<file path="src/rtl/dts_pkg.sv">
package dts_pkg;

    typedef enum logic [2:0] {
        FS_FREE = 3'd0,
        FS_WAIT = 3'd1,
        FS_ENAB = 3'd2,
        FS_PRE  = 3'd3,
        FS_RDY  = 3'd4,
        FS_EXE  = 3'd5,
        FS_PSQ  = 3'd6,
        FS_PST  = 3'd7
    } fstate_t;

    // queue slots used by the age tracker
    localparam int Q_EN  = 0;
    localparam int Q_RDY = 1;
    localparam int Q_PSQ = 2;
    localparam int NQ    = 3;

    function automatic logic is_queued(fstate_t s);
        return (s == FS_ENAB) || (s == FS_RDY) || (s == FS_PSQ);
    endfunction

endpackage

</file>
<file path="src/rtl/dts_frame.sv">
module dts_frame
    import dts_pkg::*;
#(
    parameter int CNT_W = 4
) (
    input  logic             clk,
    input  logic             rst,
    input  logic             alloc_hit,
    input  logic [CNT_W-1:0] alloc_cnt,
    input  logic             free_hit,
    input  logic             arr_hit,
    input  logic             fx_hit,
    input  logic             fs_hit,
    input  logic             sp_take,
    input  logic             ep_take,
    output fstate_t          st,
    output logic             enq
);

    logic [CNT_W-1:0] cnt, ncnt;
    fstate_t          nst;

    always_comb begin
        nst  = st;
        ncnt = cnt;
        if (free_hit) begin
            nst  = FS_FREE;
            ncnt = '0;
        end else begin
            unique case (st)
                FS_FREE: if (alloc_hit) begin
                    ncnt = alloc_cnt;
                    nst  = (alloc_cnt == '0) ? FS_ENAB : FS_WAIT;
                end
                FS_WAIT: if (arr_hit) begin
                    ncnt = cnt - 1'b1;
                    if (cnt == CNT_W'(1)) nst = FS_ENAB;
                end
                FS_ENAB: if (sp_take) nst = FS_PRE;
                FS_PRE:  if (fx_hit)  nst = FS_RDY;
                FS_RDY:  if (ep_take) nst = FS_EXE;
                FS_EXE:  if (fs_hit)  nst = FS_PSQ;
                FS_PSQ:  if (sp_take) nst = FS_PST;
                default: nst = st;
            endcase
        end
        enq = (nst != st) && is_queued(nst);
    end

    always_ff @(posedge clk) begin
        if (rst) begin
            st  <= FS_FREE;
            cnt <= '0;
        end else begin
            st  <= nst;
            cnt <= ncnt;
        end
    end


    enab_zero_chk: assert property (@(posedge clk) disable iff (rst)
        (st == FS_ENAB) |-> (cnt == '0));


    exe_hold_chk: assert property (@(posedge clk) disable iff (rst)
        (st == FS_EXE && !fs_hit && !free_hit) |=> (st == FS_EXE));


    order_chk: assert property (@(posedge clk) disable iff (rst)
        (st != FS_RDY && st != FS_EXE) |=> (st != FS_EXE));

endmodule

</file>
<file path="src/rtl/dts_age.sv">
module dts_age
    import dts_pkg::*;
#(
    parameter int N = 8
) (
    input  logic                  clk,
    input  logic                  rst,
    input  logic [N-1:0]          enq,
    input  logic [NQ-1:0][N-1:0]  mask,
    output logic [NQ-1:0][N-1:0]  pick
);

    // older[i][j] = 1 when frame i entered its queue before frame j
    logic [N-1:0][N-1:0] older;

    always_ff @(posedge clk) begin
        if (rst) begin
            older <= '0;
        end else begin
            for (int i = 0; i < N; i++) begin
                for (int j = 0; j < N; j++) begin
                    if (i != j) begin
                        if (enq[i] && enq[j])
                            older[i][j] <= (i < j) ? 1'b1 : 1'b0;
                        else if (enq[i])
                            older[i][j] <= 1'b0;
                        else if (enq[j])
                            older[i][j] <= 1'b1;
                    end
                end
            end
        end
    end

    always_comb begin
        logic blk;
        for (int q = 0; q < NQ; q++) begin
            for (int i = 0; i < N; i++) begin
                blk = 1'b0;
                for (int j = 0; j < N; j++)
                    if (j != i && mask[q][j] && older[j][i]) blk = 1'b1;
                pick[q][i] = mask[q][i] && !blk;
            end
        end
    end

    for (genvar q = 0; q < NQ; q++) begin : g_chk

        pick_onehot_chk: assert property (@(posedge clk) disable iff (rst)
            $onehot0(pick[q]));
    end

endmodule

</file>
<file path="src/rtl/dflow_sched.sv">
module dflow_sched
    import dts_pkg::*;
#(
    parameter int NFRAMES = 8,
    parameter int CNT_W   = 4,
    localparam int FID_W  = $clog2(NFRAMES)
) (
    input  logic             clk,
    input  logic             rst,
    input  logic             alloc_req,
    input  logic [CNT_W-1:0] alloc_cnt,
    output logic             alloc_ready,
    output logic [FID_W-1:0] alloc_fid,
    input  logic             free_req,
    input  logic [FID_W-1:0] free_fid,
    input  logic             arr_req,
    input  logic [FID_W-1:0] arr_fid,
    output logic             arr_err,
    input  logic             fx_req,
    input  logic [FID_W-1:0] fx_fid,
    input  logic             fs_req,
    input  logic [FID_W-1:0] fs_fid,
    input  logic             fs_pred,
    output logic             sp_valid,
    output logic [FID_W-1:0] sp_fid,
    output logic             sp_post,
    input  logic             sp_ready,
    output logic             ep_valid,
    output logic [FID_W-1:0] ep_fid,
    input  logic             ep_ready
);

    fstate_t                    st [NFRAMES];
    logic [NFRAMES-1:0]         enq, free_m, sp_sel;
    logic [NQ-1:0][NFRAMES-1:0] mask, pick;

    for (genvar i = 0; i < NFRAMES; i++) begin : g_frame
        localparam logic [FID_W-1:0] ME = FID_W'(i);
        dts_frame #(.CNT_W(CNT_W)) u_frame (
            .clk      (clk),
            .rst      (rst),
            .alloc_hit(alloc_req && alloc_ready && (alloc_fid == ME)),
            .alloc_cnt(alloc_cnt),
            .free_hit (free_req && (free_fid == ME)),
            .arr_hit  (arr_req && (arr_fid == ME)),
            .fx_hit   (fx_req && (fx_fid == ME)),
            .fs_hit   (fs_req && fs_pred && (fs_fid == ME)),
            .sp_take  (sp_ready && sp_sel[i]),
            .ep_take  (ep_ready && pick[Q_RDY][i]),
            .st       (st[i]),
            .enq      (enq[i])
        );
        assign free_m[i]      = (st[i] == FS_FREE);
        assign mask[Q_EN][i]  = (st[i] == FS_ENAB);
        assign mask[Q_RDY][i] = (st[i] == FS_RDY);
        assign mask[Q_PSQ][i] = (st[i] == FS_PSQ);
    end

    dts_age #(.N(NFRAMES)) u_age (
        .clk (clk),
        .rst (rst),
        .enq (enq),
        .mask(mask),
        .pick(pick)
    );

    // lowest free frame wins allocation
    always_comb begin
        alloc_fid = '0;
        for (int i = NFRAMES - 1; i >= 0; i--)
            if (free_m[i]) alloc_fid = FID_W'(i);
    end
    assign alloc_ready = |free_m;

    // post-store work outranks preload work on the sync side
    assign sp_post  = |pick[Q_PSQ];
    assign sp_sel   = sp_post ? pick[Q_PSQ] : pick[Q_EN];
    assign sp_valid = |sp_sel;
    assign ep_valid = |pick[Q_RDY];

    always_comb begin
        sp_fid = '0;
        ep_fid = '0;
        for (int i = 0; i < NFRAMES; i++) begin
            if (sp_sel[i])     sp_fid = FID_W'(i);
            if (pick[Q_RDY][i]) ep_fid = FID_W'(i);
        end
    end

    always_ff @(posedge clk) begin
        if (rst) arr_err <= 1'b0;
        else     arr_err <= arr_req && (st[arr_fid] != FS_WAIT);
    end


    alloc_stall_chk: assert property (@(posedge clk) disable iff (rst)
        (!alloc_ready && !free_req) |=> !alloc_ready);


    err_cause_chk: assert property (@(posedge clk) disable iff (rst)
        !arr_req |=> !arr_err);

endmodule

</file>
<file path="config.mk">
export PLATFORM = sky130hd
export DESIGN_NAME = dflow_sched
export DESIGN_NICKNAME = d
export VERILOG_FILES = /design/src/rtl/dts_pkg.sv /design/src/rtl/dts_frame.sv /design/src/rtl/dts_age.sv /design/src/rtl/dflow_sched.sv
export SDC_FILE = /design/constraint.sdc
export NUM_CORES = 1
export LEC_CHECK = 0
export BUFFER_PORTS_ARGS = -buffer_cell sky130_fd_sc_hd__buf_2
export CORE_AREA = 5 5 100 196
export DETAILED_ROUTE_END_ITERATION = 10
export DIE_AREA = 0 0 105 201
export GPL_TIMING_DRIVEN = 0
export PLACE_DENSITY = 0.58
export SLEW_MARGIN = 20
export SYNTH_ARGS = -nofsm -noshare
export SYNTH_HDL_FRONTEND = slang
export SYNTH_SLANG_ARGS = --single-unit
</file>
<file path="constraint.sdc">
create_clock -name clk -period 6.51 [get_ports clk]
set_input_delay 0.3255 -clock clk [delete_from_list [all_inputs] [get_ports clk]]
set_output_delay 0.3255 -clock clk [all_outputs]
set_load 0.05 [all_outputs]
</file>
==> impl_results.md, run 1 <==
- DR DRC count: 0
- CP bufs+invs: 3
- Synth top area cells: dfxtp_1, a21oi_1, nand2_1
- Initial antenna violation count: 0
- Period utilisation layout: 0.622
- Max Root-Sink Buffers: 2
- Die ar.: 0.0211 sq mm
- Clock Skews: 0.00961 ns
- RSZ-0062 raised after global routing: false
- Pre-CTS setup slack: 2.85 ns
- Worst R2R Setup Slack: 2.65 ns
- CP Max Fanout: 10
- Post-route ant nets: 0
- Placed Cells: approximately 1300
- Vias in the first global route: 8405
- Gate Count Post-Synth: 1017
- H-tree Lvls: 4
- Most frequent CP cell: buf_2
- Grt ovf: 0
- Clock buffer count from CTS: 17
- CP cell instances: buf_2 > clkbuf_1 > nor3b_2 > a22o_1 > a221oi_1 > nand4_1 > nor2b_1 > o21ai_2 > or4_1 > buf_2
- Clk slew on worst S/H paths: 0.06 ns
- Most common cell in the netlist: dfxtp_1
- Slew Viols, Final: 0
- Most frequent cells after synthesis: dfxtp_1, nand2_1, a21oi_1, nor2_1, o21ai_0
- VDD IR max: 0.122 mV
- Critical-path top delay cell: nor3b_2
- Final GP Congestion: 1.01
- Input/output buffers: 35
- Largest net degree at the start of global routing: 17
- Final hold vios: 0
- Die width: 105 um
- WHS Endpoint: g_frame[1].u_frame.st[0]
- Chip height: 201 um
- Post-CTS Resized: 0
- Top FF cell, synth: dfxtp_1
- Diodes inserted: 0
- Reg-to-Reg End: u_age.older[25]
- Reg2Reg Depth: 8
- Top-area cell type share of the netlist area: 0.287
- Final setup margin: 2.46 ns
- Tmin final: 4.05 ns
- Fin nets: 1116
- Post-Syn Area: 0.00787 sq mm
- Cell Rows: 70
- Static leakage power: 3.21 nW
- Post-synth cell types: 83
- DR WL/cell: 26.3 um
- Yosys warning count: 0
- Kind of cell adding the most delay to the critical path: simple AND/OR/NAND/NOR gates
- Layout cells sized above 1: 0.127
- Max incr delay on CP: between 0.7 and 0.8 ns
- Initial cell density of the core: 0.436
- Asr flop ratio synth: 0
- GRT Util Overall: 0.321
- CTS Root Buffer Type: clkbuf_16
- Slew @ Worst Pin: 1.20 ns
- Status: finished, final reports clean
- Detailed Place HPWL: 25800 um
- DR vias/cell: 6.68
- Startpoint types: flop
- Post-CTS Setup Bufs: 0
- Synth Register Bits: about 110
- Sink Count: 113
- CTS tree: done
- Detailed Routing Iterations Pass 1: 5
- Critical path class: reg -> out
- Clock Latency Late Sink: approximately 0.43 ns
- Arrival time worst endpoint: 3.73 ns
- Hold Path Class: in -> reg
- Worst setup EP type: output pin
- Hold wc startpoint: sp_ready
- I/O pin total: 40
- CTS Hold Bufs: 0
- Non-Filler Instances: 1302
- Core footprint: 0.0180 sq mm
- Initial drt markers: between 700 and 800
- Synth-to-Final Area Change: 13.9%
- Total Routed Length: 34300 um
- RR Startpoint: g_frame[3].u_frame.st[0]
- Power per cell area: roughly 200 mW/mm^2
- Worst rel slew slack: 0.199
- Cells on Worst Hold Path: 3
- Max-cap violation count: 0
- Syn avg cell area: just under 8 sq um
- WP data required: 6.18 ns
- Vias: 8694
- Register area share after synthesis: 0.287
- Mapped Nets: 1059
- Setup TNS: 0 ns
- First-pass GRT wire length: 51800 um
- Fmax: 0.247 GHz
- Final setup viols: 0
- EDFF count, synth: 0
- Cell taking the most area after synthesis: dfxtp_1
- # fillers: 1802
## worst max-delay path by stage
stage,from,endpoint,slack [ns],depth (start not counted)
after floorplan,g_frame[3].u_frame.st[2],sp_fid[0],3.17,11
after global placement,g_frame[2].u_frame.st[1],sp_valid,2.38,8
after detailed placement,g_frame[1].u_frame.st[2],u_age.older[58],2.85,10
after CTS,g_frame[1].u_frame.st[1],sp_valid,2.54,10
after global routing,g_frame[1].u_frame.st[1],sp_valid,2.27,10
final,g_frame[1].u_frame.st[1],sp_valid,2.46,10
## state kept, by name, summed over array words and instances, names as in the netlist
name	flops
u_age.older	56
g_frame.u_frame.cnt	32
arr_err	1
g_frame.u_frame.st	24
## cells in the final DEF (no fill, tap or decap), types with 9 or more instances in the layout
master | Yosys | routed
nor3b_2 | 5 | 14
buf_4 | 6 | 9
and3_1 | 13 | 13
a22o_1 | 18 | 18
clkbuf_1 | 42 | 43
ha_1 | 16 | 16
o21ai_0 | 54 | 54
dfxtp_1 | 113 | 113
inv_1 | 51 | 51
nand2_1 | 112 | 112
and4_1 | 10 | 10
a31oi_1 | 14 | 14
a22oi_1 | 33 | 33
nor3b_1 | 18 | 9
and3b_1 | 9 | 9
a221oi_1 | 11 | 11
nor2_1 | 70 | 70
a21oi_1 | 93 | 93
a211oi_1 | 10 | 10
nand3_1 | 29 | 29
clkbuf_16 | 0 | 17
and4b_1 | 10 | 10
buf_2 | 16 | 51
nand4_1 | 20 | 20
nor4bb_1 | 17 | 17
nand4b_1 | 20 | 20
nor2b_1 | 15 | 15
nand2b_1 | 13 | 13
nor3_1 | 32 | 32
## per-stage QoR
stage	area, sq um	power, mW	hold slack, ns	utilization
6_report	8960	1.79	0.262	0.497
5_1_grt	8960	1.84	0.282	0.497
4_1_cts	8960	1.80	0.238	0.497
3_5_place_dp	8380	0.861	0.470	0.464
3_3_place_gp	8320	0.859	0.467	0.461
2_1_floorplan	7870	0.806	0.445	-
## layout make-up
type / count / area, sq um / area share
Sequential cell: 113 / 2260 / 0.252
Multi-Input combinational cell: 784 / 5140 / 0.573
Inverter: 53 / 204 / 0.0228
Clock buffer: 21 / 470 / 0.0525
Clock inverter: 10 / 110 / 0.0123
Timing Repair Buffer: 38 / 198 / 0.0221
Buffer: 67 / 309 / 0.0345
Tap cell: 216 / 270 / 0.0302
## tightest hold or removal path: stages
cell	delay, ns
buf_2	0.11
a21oi_1	0.09
a31oi_1	0.12
## report_power, final
group,internal [mW],switching [mW],total [mW]
combinational,0.0423,0.0990,0.141
sequential,0.699,0.00928,0.708
clock,0.588,0.354,0.942
## logic make-up after synthesis
logic type | after synthesis | synth area share
compound gates | 320 | 0.279
fa+ha+maj | 16 | 0.0254
buf+inv | 120 | 0.0652
flops | 113 | 0.287
mux | 6 | 0.0124
simple gates | 442 | 0.331
## routing by layer
layer | track usage | up-vias | share of wire | wire, um
met5 | 0 | - | 0 | 0
met4 | 0.169 | 0 | 0.056 | 1920
met3 | 0.0599 | 125 | 0.074 | 2540
met2 | 0.530 | 469 | 0.49 | 16700
met1 | 0.391 | 4142 | 0.38 | 13200
li1 | - | 3958 | - | -
Note: power is estimated with default switching activity, not from simulation.
==> run 2, diff against run 1 <==
==> constraint.sdc (replaced) <==
create_clock -name clk -period 3.9 [get_ports clk]
set_input_delay 0.195 -clock clk [delete_from_list [all_inputs] [get_ports clk]]
set_output_delay 0.195 -clock clk [all_outputs]
set_load 0.05 [all_outputs]
==> impl_results.md, run 2 (synthesis results as in run 1) <==
- Input/output buffers: 35
- Sink Count: roughly 110
- CP cell instances: buf_2 > nor3b_2 > a22o_1 > a221oi_1 > nand4_1 > nor2b_1 > o21ai_2 > or4_1 > buf_2
- DR DRC count: 0
- CTS Root Buffer Type: clkbuf_16
- Chip height: 201 um
- # fillers: approximately 1800
- Arrival time worst endpoint: 3.67 ns
- Initial antenna violation count: 0
- Post-CTS Setup Bufs: 0
- Tmin final: between 3 and 4 ns
- Critical-path top delay cell: nor3b_2
- Fin nets: 1116
- Biggest regs: u_age.older x56, g_frame.u_frame.cnt x32, g_frame.u_frame.st x24
- Initial drt markers: 797
- Max Root-Sink Buffers: 2
- DR vias/cell: 6.68
- H-tree Lvls: 4
- Die ar.: roughly 0.021 sq mm
- CTS Hold Bufs: 0
- Critical path class: reg -> out
- Seq. cell area: 0.00226 sq mm
- Biggest register: u_age.older
- GRT Util Overall: 0.321
- Cell Rows: 70
- Post-route ant nets: 0
- Clock buffer count from CTS: 17
- Worst rel slew slack: 0.223
- Core footprint: 0.0180 sq mm
- Vias in the first global route: 8405
- Hold Path Class: in -> reg
- Total Routed Length: 34400 um
- Diodes inserted: 0
- Max-cap violation count: 0
- Worst setup EP type: output pin
- Final hold vios: 0
- Commonest non-fill, non-tap cells in the layout: dfxtp_1, nand2_1, a21oi_1
- Startpoint types: flop
- CP Max Fanout: 10
- Clock Skews: 0.00906 ns
- Die width: approximately 110 um
- Initial cell density of the core: 0.436
- CP bufs+invs: 2
- WP data required: 3.70 ns
- Vias: slightly below 9000
- Clock Latency Late Sink: 0.42 ns
- Power per cell area: 333 mW/mm^2
- Pwr Total: between 2 and 3 mW
- Detailed Routing Iterations Pass 1: 5
- Detailed Place HPWL: 25800 um
- Period utilisation layout: 0.990
- Final GP Congestion: 1.01
- Post-Route Utilization: 0.497
- CTS tree: done
- Most common cell after layout, fill and taps aside: dfxtp_1
- Static leakage power: 3.20 nW
- Largest net degree at the start of global routing: 17
- Final setup viols: 0
- First-pass GRT wire length: 51800 um
- Kind of cell adding the most delay to the critical path: simple AND/OR/NAND/NOR gates
- I/O pin total: 40
- Max reg flops: 56
- Fmax: about 0.26 GHz
- Layout cells sized above 1: 0.127
- Synth-to-Final Area Change: 14.0%
- Status: finished, final reports clean
- DR WL/cell: 26.4 um
- Clk slew on worst S/H paths: ~0.05 ns
- Slew @ Worst Pin: between 1 and 1.5 ns
- VDD IR max: 0.204 mV
- Max incr delay on CP: 0.74 ns
- Multi-input logic area: just over 0.005 sq mm
- Slew Viols, Final: 0
- Most frequent CP cell: buf_2
- Grt ovf: 0
[run 2: cell counts in the layout (fill, tap and decap cells not counted)]
Identical to the previous run, type by type.
[run 2: cell type report]
type / count / share of cell area
clock buffers: 21 / 0.0524
clock inverters: 10 / 0.0123
repair buffers: 38 / 0.0220
multi-input cells: 784 / 0.574
well taps: 216 / 0.0301
plain buffers: 67 / 0.0345
inverters: 53 / 0.0227
flip-flops and latches: 113 / 0.252
[run 2: worst reg2reg max path, stage by stage (launching register included)]
cell       delay (ns)
dfxtp_1          0.30
clkbuf_1         0.27
nor3b_1          1.02
nand4_1          0.59
o221a_2          0.49
o2111ai_1        0.32
buf_2            0.42
nand2_1          0.15
a21oi_1          0.18
[run 2: final timing paths]
path                                     to                       from  slack [ns]  depth (start not counted)
setup reg to reg            u_age.older[25]   g_frame[3].u_frame.st[0]        0.08                          8
hold reg to reg   g_frame[5].u_frame.cnt[1]  g_frame[5].u_frame.cnt[1]        0.49                          2
hold / removal     g_frame[1].u_frame.st[0]                   sp_ready        0.13                          3
setup / recovery                   sp_valid   g_frame[0].u_frame.st[1]        0.04                          9
[run 2: where the power goes]
part	switching, mW	total (mW)	internal, mW
Sequential	0.0157	1.18	1.17
Combinational	0.165	0.236	0.0707
Clock	0.588	1.57	0.981
Total	0.769	2.99	2.22
[run 2: metrics by stage]
| stage | hold WS, ns | area, sq um | setup TNS (ns) | setup slack, ns | instances |
|---|---|---|---|---|---|
| CTS | 0.107 | 8960 | 0 | 0.0582 | 1302 |
| global placement | 0.467 | 8320 | -0.136 | -0.0948 | 1268 |
| finish | 0.130 | 8970 | 0 | 0.0388 | 1302 |
| floorplan | 0.361 | 7870 | 0 | 0.687 | 1017 |
| global route | 0.151 | 8970 | -0.0238 | -0.0238 | 1302 |
| detailed placement | 0.470 | 8380 | 0 | 0.243 | 1271 |
[run 2: per-layer routing]
| layer | GRT usage | vias to the layer above | part of all wire |
|---|---|---|---|
| met2 | 0.530 | 477 | 0.49 |
| met4 | 0.169 | 0 | 0.054 |
| li1 | - | 3949 | - |
| met1 | 0.391 | 4146 | 0.38 |
| met5 | 0 | - | 0 |
| met3 | 0.0599 | 124 | 0.076 |
[run 2: what timing repair did]
action,4_1_cts,5_1_grt
hold endpoints to repair,0,0
gates resized for setup,0,1
setup endpoints to repair,0,1
==> run 3, diff against run 2 <==
--- a/config.mk
+++ b/config.mk
@@ -6,11 +6,14 @@
 export NUM_CORES = 1
 export LEC_CHECK = 0
 export BUFFER_PORTS_ARGS = -buffer_cell sky130_fd_sc_hd__buf_2
+export CELL_PAD_IN_SITES_DETAIL_PLACEMENT = 0
+export CELL_PAD_IN_SITES_GLOBAL_PLACEMENT = 1
 export CORE_AREA = 5 5 100 196
 export DETAILED_ROUTE_END_ITERATION = 10
 export DIE_AREA = 0 0 105 201
 export GPL_TIMING_DRIVEN = 0
-export PLACE_DENSITY = 0.58
+export PLACE_DENSITY = 0.74
+export REMOVE_ABC_BUFFERS = 1
 export SLEW_MARGIN = 20
 export SYNTH_ARGS = -nofsm -noshare
 export SYNTH_HDL_FRONTEND = slang
==> impl_results.md, run 3 (synthesis results as in run 1) <==
- Synth-to-Final Area Change: 10.6%
- Clk slew on worst S/H paths: ~0.050 ns
- Post-placement cell area: 0.00809 sq mm
- Layout cells sized above 1: 0.130
- Die width: 105 um
- Initial cell density of the core: 0.436
- Cell Rows: 70
- Tmin final: 3.82 ns
- Period utilisation layout: 0.981
- Detailed Place HPWL: approximately 22000 um
- First-pass GRT wire length: 47900 um
- Biggest register: u_age.older
- DR DRC count: 0
- Status: finished, final reports clean
- Post-CTS Setup Bufs: 0
- CP Max Fanout: 12
- # fillers: 1776
- I/O pin total: 40
- Fmax: roughly 0.26 GHz
- Max-cap violation count: 0
- Clock buffer count from CTS: 17
- Clock Latency Late Sink: around 0.43 ns
- Post-route ant nets: 0
- DR vias/cell: 6.81
- Fin nets: 1053
- Power per cell area: 344 mW/mm^2
- Total Routed Length: about 31000 um
- Max reg flops: 56
- VDD IR max: 0.238 mV
- Diodes inserted: 0
- Final GP Congestion: 0.941
- Detailed Routing Iterations Pass 1: 6
- Arrival time worst endpoint: roughly 3.6 ns
- Vias: roughly 8400
- Chip height: between 200 and 250 um
- CTS Hold Bufs: 0
- Most common cell after layout, fill and taps aside: nand2_1
- Hold Path Class: in -> reg
- Max incr delay on CP: just over 0.6 ns
- Vias in the first global route: 8016
- Initial drt markers: 974
- Worst rel slew slack: 0.357
- Startpoint types: flop
- Static leakage power: 3.07 nW
- DR WL/cell: ~25 um
- Non-Filler Instances: 1236
- Critical path class: reg -> out
- Largest net degree at the start of global routing: 44
- Final hold vios: 0
- Worst setup EP type: output pin
- H-tree Lvls: 4
- Slew Viols, Final: 0
- Final setup viols: 0
- Core footprint: 0.0180 sq mm
- Clock Skews: 0.0117 ns
- Slew @ Worst Pin: around 0.96 ns
- Cells on Worst Hold Path: 2
- GRT Util Overall: 0.288
- CP cell instances: and3b_1 > o2111ai_1 > a2111oi_4 > nor4_4 > and2_4 > clkinv_4 > o21ai_1 > or4_1 > buf_2
- Grt ovf: 0
- Input/output buffers: 39
- Commonest non-fill, non-tap cells in the layout: nand2_1, dfxtp_1, a21oi_1
- CTS tree: done
- Placed Cells: about 1200
- Design Area, Final: 0.00871 sq mm
- Max Root-Sink Buffers: 2
- Worst hold slack: approximately 0.15 ns
- Initial antenna violation count: 0
- WP data required: 3.70 ns
- Reg2Reg Depth: 7
- Setup TNS: 0 ns
- Biggest regs: u_age.older x56, g_frame.u_frame.cnt x32, g_frame.u_frame.st x24
- Pwr Total: 2.99 mW
- Die ar.: 0.0211 sq mm
- Sink Count: 113
- Critical-path top delay cell: dfxtp_1
- RSZ-0062 raised after global routing: false
- CTS Root Buffer Type: clkbuf_16
[run 3: cell types whose count changed in the layout (fill, tap and decap cells not counted), sizes merged]
cell      change
clkbuf       -40
clkinvlp      -3
buf          -21
clkinv        -2
[run 3: worst max-delay path, delay by kind of cell, from the launching register on]
family / cells / cell delay [ns]
AO/OA/AOI/OAI: 3 / 0.85
buffers and inverters: 2 / 0.31
flip-flops: 1 / 0.62
AND/OR/NAND/NOR: 4 / 1.42
[run 3: stage by stage]
stage,setup slack (ns),util
finish,0.0756,0.483
global route,0.0297,0.483
floorplan,0.539,-
global placement,-0.478,0.445
detailed placement,-0.0184,0.448
CTS,0.00597,0.482
[run 3: metal layers]
layer	routed length [um]	up-vias	GRT usage
li1	-	3838	-
met1	12500	4025	0.372
met2	14500	450	0.459
met3	2500	100	0.0521
met4	1390	0	0.140
met5	0	-	0
[run 3: worst paths after layout]
path / from / to / slack (ns)
hold / removal: arr_req / arr_err / 0.15
setup / recovery: g_frame[6].u_frame.st[2] / sp_valid / 0.08
setup reg to reg: g_frame[1].u_frame.st[2] / u_age.older[59] / 0.27
hold reg to reg: g_frame[5].u_frame.cnt[1] / g_frame[5].u_frame.cnt[1] / 0.47
[run 3: final cells by class]
cell class / instances / area (sq um) / share of cell area
Clock buffer: 23 / 508 / 0.0584
Clock inverter: 5 / 77.6 / 0.00891
Inverter: 53 / 204 / 0.0234
Multi-Input combinational cell: 784 / 5150 / 0.592
Sequential cell: 113 / 2280 / 0.262
Tap cell: 216 / 270 / 0.0310
Timing Repair Buffer: 42 / 213 / 0.0244
[run 3: timing repair]
action	in CTS	in global routing
resized for setup	6	11
pin swaps	0	0
endpoints found under the setup margin	7	8
[run 3: where the power goes]
group	total, mW	internal [mW]	switching, mW
clock	1.59	1.02	0.562
combinational	0.209	0.0657	0.144
sequential	1.20	1.17	0.0277
total	2.99	2.26	0.733
